===== src/rtl/sq_pkg.sv =====
package sq_pkg;

   typedef enum logic [1:0] {
      LK_IDLE  = 2'd0,
      LK_COUNT = 2'd1,
      LK_DONE  = 2'd2
   } lk_state_e;

   function automatic int unsigned ns_to_cycles(input longint unsigned hz,
                                                input longint unsigned ns);
      return int'((hz * ns) / 64'd1_000_000_000);
   endfunction

   function automatic int unsigned us_to_cycles(input longint unsigned hz,
                                                input longint unsigned us);
      return int'((hz * us) / 64'd1_000_000);
   endfunction

endpackage


===== src/rtl/sq_deglitch.sv =====
module sq_deglitch #(
   parameter int unsigned HOLD_CYC = 7
) (
   input  logic clk,
   input  logic rst_n,
   input  logic raw_i,
   output logic clean_o
);
   localparam int unsigned CW = $clog2(HOLD_CYC + 1);

   generate
      if (HOLD_CYC < 2) begin : g_bad_hold
         $error("sq_deglitch: HOLD_CYC must be at least 2");
      end
   endgenerate

   logic [1:0]    sync_q;
   logic [CW-1:0] cnt_q;
   logic          clean_q;

   always_ff @(posedge clk or negedge rst_n) begin
      if (!rst_n) begin
         sync_q  <= '0;
         cnt_q   <= '0;
         clean_q <= 1'b0;
      end else begin
         sync_q <= {sync_q[0], raw_i};
         if (sync_q[1] == clean_q) begin
            cnt_q <= '0;
         end else if (cnt_q == CW'(HOLD_CYC - 1)) begin
            clean_q <= sync_q[1];
            cnt_q   <= '0;
         end else begin
            cnt_q <= cnt_q + 1'b1;
         end
      end
   end

   assign clean_o = clean_q;

   assert_cnt_bound_R2: assert property (@(posedge clk) disable iff (!rst_n)
      cnt_q < CW'(HOLD_CYC));

   assert_change_needs_hold_R2: assert property (@(posedge clk) disable iff (!rst_n)
      (clean_q != $past(clean_q)) |-> ($past(cnt_q) == CW'(HOLD_CYC - 1)));

endmodule


===== src/rtl/sq_lockout.sv =====
module sq_lockout
   import sq_pkg::*;
#(
   parameter int unsigned LOCK_CYC = 10000
) (
   input  logic clk,
   input  logic rst_n,
   input  logic cond_i,
   input  logic line_i,
   output logic start_o
);
   localparam int unsigned LW = $clog2(LOCK_CYC + 1);

   generate
      if (LOCK_CYC < 2) begin : g_bad_lock
         $error("sq_lockout: LOCK_CYC must be at least 2");
      end
   endgenerate

   logic [1:0]    line_sync_q;
   logic          line_prev_q;
   logic [1:0]    rel_age_q;
   logic          ext_low_q;
   logic [LW-1:0] cnt_q;
   lk_state_e     state_q;
   logic          line_hi;
   logic          qual;
   logic          bypass;

   assign line_hi = line_sync_q[1];
   assign qual    = cond_i && line_hi;
   assign bypass  = qual && !line_prev_q && ext_low_q;

   always_ff @(posedge clk or negedge rst_n) begin
      if (!rst_n) begin
         line_sync_q <= '0;
         line_prev_q <= 1'b0;
         rel_age_q   <= '0;
         ext_low_q   <= 1'b0;
      end else begin
         line_sync_q <= {line_sync_q[0], line_i};
         line_prev_q <= line_hi;
         if (!cond_i) begin
            rel_age_q <= '0;
         end else if (rel_age_q != 2'd3) begin
            rel_age_q <= rel_age_q + 1'b1;
         end
         ext_low_q <= cond_i && (rel_age_q == 2'd3) && !line_hi;
      end
   end

   always_ff @(posedge clk or negedge rst_n) begin
      if (!rst_n) begin
         state_q <= LK_IDLE;
         cnt_q   <= '0;
      end else if (!qual) begin
         state_q <= LK_IDLE;
         cnt_q   <= '0;
      end else if (bypass) begin
         state_q <= LK_DONE;
      end else if (state_q != LK_DONE) begin
         if (cnt_q == LW'(LOCK_CYC - 1)) begin
            state_q <= LK_DONE;
         end else begin
            state_q <= LK_COUNT;
            cnt_q   <= cnt_q + 1'b1;
         end
      end
   end

   assign start_o = (state_q == LK_DONE);

   assert_lock_bound_R7: assert property (@(posedge clk) disable iff (!rst_n)
      cnt_q < LW'(LOCK_CYC));

   assert_start_needs_qual_R6: assert property (@(posedge clk) disable iff (!rst_n)
      $rose(start_o) |-> $past(qual));

   assert_full_lockout_R6: assert property (@(posedge clk) disable iff (!rst_n)
      ($rose(start_o) && !$past(bypass)) |-> ($past(cnt_q) == LW'(LOCK_CYC - 1)));

endmodule


===== src/rtl/supply_qualifier.sv =====
module supply_qualifier
   import sq_pkg::*;
#(
   parameter int unsigned NUM_RAILS      = 4,
   parameter int unsigned CLK_HZ         = 1_000_000,
   parameter int unsigned FILTER_NS      = 7000,
   parameter int unsigned LOCKOUT_US     = 10000,
   parameter bit          EN_ACTIVE_HIGH = 1'b1
) (
   input  logic                 clk,
   input  logic                 rst_n,
   input  logic [NUM_RAILS-1:0] rail_ok_i,
   input  logic                 enable_i,
   input  logic                 srst_line_i,
   output logic                 srst_pull_low_o,
   output logic                 all_good_o,
   output logic                 fault_o,
   output logic                 start_req_o
);
   localparam int unsigned FILT_CYC = ns_to_cycles(CLK_HZ, FILTER_NS);
   localparam int unsigned LOCK_CYC = us_to_cycles(CLK_HZ, LOCKOUT_US);

   generate
      if (NUM_RAILS < 1) begin : g_bad_rails
         $error("supply_qualifier: NUM_RAILS must be at least 1");
      end
   endgenerate

   logic [NUM_RAILS-1:0] rail_clean;
   logic [NUM_RAILS-1:0] rail_prev_q;
   logic                 en_norm;
   logic                 en_clean;
   logic                 fault_q;
   logic                 all_good;

   generate
      for (genvar i = 0; i < NUM_RAILS; i++) begin : g_rail
         sq_deglitch #(.HOLD_CYC(FILT_CYC)) u_rail_filt (
            .clk     (clk),
            .rst_n   (rst_n),
            .raw_i   (rail_ok_i[i]),
            .clean_o (rail_clean[i])
         );
      end

      if (EN_ACTIVE_HIGH) begin : g_en_high
         assign en_norm = enable_i;
      end else begin : g_en_low
         assign en_norm = ~enable_i;
      end
   endgenerate

   sq_deglitch #(.HOLD_CYC(FILT_CYC)) u_en_filt (
      .clk     (clk),
      .rst_n   (rst_n),
      .raw_i   (en_norm),
      .clean_o (en_clean)
   );

   assign all_good = (&rail_clean) && en_clean;

   always_ff @(posedge clk or negedge rst_n) begin
      if (!rst_n) begin
         rail_prev_q <= '0;
         fault_q     <= 1'b0;
      end else begin
         rail_prev_q <= rail_clean;
         fault_q     <= |(rail_prev_q & ~rail_clean);
      end
   end

   sq_lockout #(.LOCK_CYC(LOCK_CYC)) u_lockout (
      .clk     (clk),
      .rst_n   (rst_n),
      .cond_i  (all_good),
      .line_i  (srst_line_i),
      .start_o (start_req_o)
   );

   assign all_good_o      = all_good;
   assign srst_pull_low_o = ~all_good;
   assign fault_o         = fault_q;

   assert_fault_means_bad_R9: assert property (@(posedge clk) disable iff (!rst_n)
      fault_o |-> !all_good_o);

endmodule


===== config.mk =====
export PLATFORM = sky130hd
export DESIGN_NAME = supply_qualifier
export DESIGN_NICKNAME = d
export VERILOG_FILES = /design/src/rtl/sq_pkg.sv /design/src/rtl/sq_deglitch.sv /design/src/rtl/sq_lockout.sv /design/src/rtl/supply_qualifier.sv
export SDC_FILE = /design/constraint.sdc
export NUM_CORES = 1
export LEC_CHECK = 0
export CAP_MARGIN = 20
export CORE_ASPECT_RATIO = 1.2
export CORE_MARGIN = 2
export CORE_UTILIZATION = 35
export CTS_CLUSTER_DIAMETER = 200
export DETAILED_ROUTE_END_ITERATION = 7
export GPL_TIMING_DRIVEN = 1
export REMOVE_ABC_BUFFERS = 1
export SLEW_MARGIN = 40
export SYNTH_ARGS = -nofsm -noshare
export SYNTH_HDL_FRONTEND = slang
export SYNTH_SLANG_ARGS = --single-unit
export TNS_END_PERCENT = 1

===== constraint.sdc =====
create_clock -name clk -period 1.8 [get_ports clk]
set_input_delay 0.18 -clock clk [delete_from_list [all_inputs] [get_ports clk]]
set_output_delay 0.18 -clock clk [all_outputs]
set_load 0.05 [all_outputs]

==> impl_metrics.toml <==
[run_status]
run_status = "finished clean"

[cells_and_area]
num_antenna_cells = 0
nets = 244
final_layout_size_suffix_gt1_share_pct = 20.25
layout.cells.most_common_list = "57 x sky130_fd_sc_hd__dfrtp_1, 25 x sky130_fd_sc_hd__nor2_1, 16 x sky130_fd_sc_hd__nand2_1, 11 x sky130_fd_sc_hd__a21oi_1"
final_cell_count_no_fill = 322
area_delta_synth_final_pct = 21.99
final_util_pct = 44.47
layout.cells.most_common = "sky130_fd_sc_hd__dfrtp_1"
postLayoutCellArea_sq_mm = 0.002867

[cts]
ctsLongestPathBuffers = 2
path_clk_slew_ns = 0.06
tritoncts_clock_tree = "done"
clkSinkCount = 57
cts_buffers = 9
insertion_delay_ns = 0.32
htree_num_levels = 3
cts.root.buffer_cell = "sky130_fd_sc_hd__clkbuf_8"
postCtsSetupRepairBufs = 0

[setup_path]
critical_path.endpoint_type = "flop"
timing.critical_path.fanout_max = 10
data_required_time_at_the_worst_endpoint_ns = 2.04
ws_path_type = "reg2reg"
r2r_cells = 6
worst_ep_arrival_time_ns = 1.98
cp-start-kind = "flop"

[yosys]
synth-warning-count = 0
post_synthesis_instance_area_sq_mm = 0.002350
synth-seq-cells = 57
postSynthAreaPerCell_sq_um = 11.52
yosys.cell_types.count = 38
seq_area_frac_synth_pct = 60.70
synthCells = 204

[global_route]
grt_max_degree = 39
grt_first_pass_wirelength_um = 6775
number_of_antenna_violations_at_the_first_check_in_global_routing = 0
track_usage_pct = 12.00
gr-total-overflow = 0
grt_pass1_vias = 1520

[pwr]
relative_contribution_of_the_clock_network_to_total_power_pct = 34.2
cellPowerDensity_mw_per_mm2 = 1137
worst_ir_drop_vdd_v = 0.0005835
power.sequential.fraction_pct = 51.4
internal-power_mw = 2.383
design_power_mw = 3.258
switching_part_of_the_total_pct = 26.85
net-switching-power_mw = 0.8747
combPwrFrac_pct = 14.4
p_leak_nw = 1.235

[route]
wl_per_cell_um = 11.94
totalWireLength_um = 3846
detail_route.iter0.violations = 42
vias = 1553
antenna_violating_nets_post_route = 0
routed_via_density = 4.823
count_of_tritonroute_iterations_in_the_first_routing_pass = 5
drcViolationCount = 0

[floorplanning]
design.die.area_sq_mm = 0.007387
num_ports = 12
die_width_um = 78.80
coreArea_sq_mm = 0.006446
placement_rows = 32
dieHeight_um = 93.76
start_util_pct = 36.45

[place]
place.gp.congestion = 0.7756
numPlacedInstances = 307
dpl_cell_area_sq_mm = 0.002655
place.detailed.hpwl_um = 2660
port_buffers = 11

[flow_run]
max_cap_viol_count = 0

[timing]
timing_max_transition_violations_final = 0
setup_viol = 0
achievable-frequency_ghz = 0.5765
period_minus_slack_ns = 1.735
worstMarginPinSlew_ns = 0.5065
worst_clock_skew_ns = 0.006885
timing.final.crit_share_pct = 96.38
slew-limit-headroom_pct = 66.23
hold_slack_ns = 0.2956
rsz0062_at_grt = "yes"
final-hold-violation-count = 0

[hold_path]
worst_hold_path_type = "in2reg"
timing.hold.worst_path_depth = 1
==> final timing paths <==
kind | startpoint | endpoint | slack, ns
worst max-delay path | u_lockout.cnt_q[0] | u_lockout.cnt_q[3] | 0.07
worst min-delay path | rail_ok_i[0] | g_rail[0].u_rail_filt.sync_q[0] | 0.30
worst max register to register | u_lockout.cnt_q[0] | u_lockout.cnt_q[3] | 0.07
worst min register to register | g_rail[1].u_rail_filt.sync_q[0] | g_rail[1].u_rail_filt.sync_q[1] | 0.35
max in group asynchronous | rst_n | u_lockout.cnt_q[3] | 0.88
min in group asynchronous | rst_n | u_en_filt.sync_q[0] | 0.36
==> per-stage QoR <==
stage / TNS [ns] / worst slack (ns)
global placement: 0 / 0.07136
finish: 0 / 0.06525
floorplan: 0 / 0.02489
detailed placement: 0 / 0.01954
global route: -0.02362 / -0.01476
CTS: 0 / 0.005607
==> state kept, by name, indices dropped and copies added (netlist names) <==
signal,flops
u_lockout.line_sync_q,2
g_rail.u_rail_filt.sync_q,8
fault_o,1
u_lockout.rel_age_q,2
g_rail.u_rail_filt.clean_o,4
u_en_filt.cnt_q,3
u_lockout.ext_low_q,1
g_rail.u_rail_filt.cnt_q,12
rail_prev_q,4
u_en_filt.clean_o,1
u_lockout.state_q,2
u_en_filt.sync_q,2
u_lockout.line_prev_q,1
u_lockout.cnt_q,14
==> cells in the mapped netlist, drive strengths merged <==
cell    number  area [sq um]
nand3b       2         15.01
nor4b        1         8.760
nor2b        1         6.260
a22oi        1         7.510
or4          8         63.82
o21ai        2         10.00
nand2       16         60.06
nor3         4         20.02
nand2b       2         12.51
or3          2         13.77
clkbuf       3         11.26
nor3b        4         30.03
nand3        8         45.04
xnor2        7         61.31
o21a         2         15.01
nor2        26         100.1
xor2         2         17.52
inv          9         33.78
and4         2         17.52
mux2         8         90.09
and3         2         12.51
nand4        2         12.51
mux2i        5         50.05
o31ai        7         52.55
dfrtp       57          1426
or4b         1         13.76
a211oi       2         15.01
nor4         2         27.53
a21oi       12         60.06
or2          1         6.260
o221ai       1         8.760
ha           2         25.02
==> cell type report <==
cell class                 instances  area (sq um)
tap                               85         106.4
fill                             601          3580
multi-input combinational        135         897.1
timing repair buffer              22         220.2
inverter                           9         33.78
clock buffer                      10         137.6
clock inverter                     4         45.04
sequential                        57          1426
==> what timing repair did <==
| item | CTS | global route |
|---|---|---|
| hold buffers | 1 | 0 |
| gates resized for setup | 1 | 3 |
| setup endpoints to repair | 1 | 6 |
| endpoints found under the hold margin | 19 | 0 |
| cloned | 0 | 0 |
==> worst max-delay path: stages (launching register included) <==
cell and delay [ns]:
sky130_fd_sc_hd__dfrtp_1 0.38, sky130_fd_sc_hd__ha_2 0.21, sky130_fd_sc_hd__nand3_4 0.09, sky130_fd_sc_hd__nor4_4 0.04, sky130_fd_sc_hd__buf_4 0.17, sky130_fd_sc_hd__or4_2 0.62
sky130_fd_sc_hd__a21oi_2 0.15
==> kinds of logic after synthesis <==
family | Yosys count | synth area share, %
fa+ha+maj | 2 | 1.065
compound gates | 27 | 7.188
xor+xnor | 9 | 3.355
simple gates | 84 | 19.81
buf+inv | 12 | 1.917
mux | 13 | 5.964
flops | 57 | 60.70
==> per-layer routing <==
metal / vias up / part of all wire, % / GRT usage (%)
met1: 751 / 47 / 15.25
met5: - / 0 / 0
met3: 4 / 3.6 / 3.173
met2: 22 / 48 / 17.81
met4: 0 / 1.2 / 8.187
li1: 776 / - / -
==> power by group through the flow <==
stage,sequential [mW],clock [mW],combinational [mW]
6_report,1.67,1.11,0.470
5_1_grt,1.71,1.21,0.550
4_1_cts,1.68,1.16,0.483
3_5_place_dp,1.70,0,0.481
3_3_place_gp,1.69,0,0.463
2_1_floorplan,1.70,0,0.314
No activity file was read; power rests on OpenSTA's default activity.
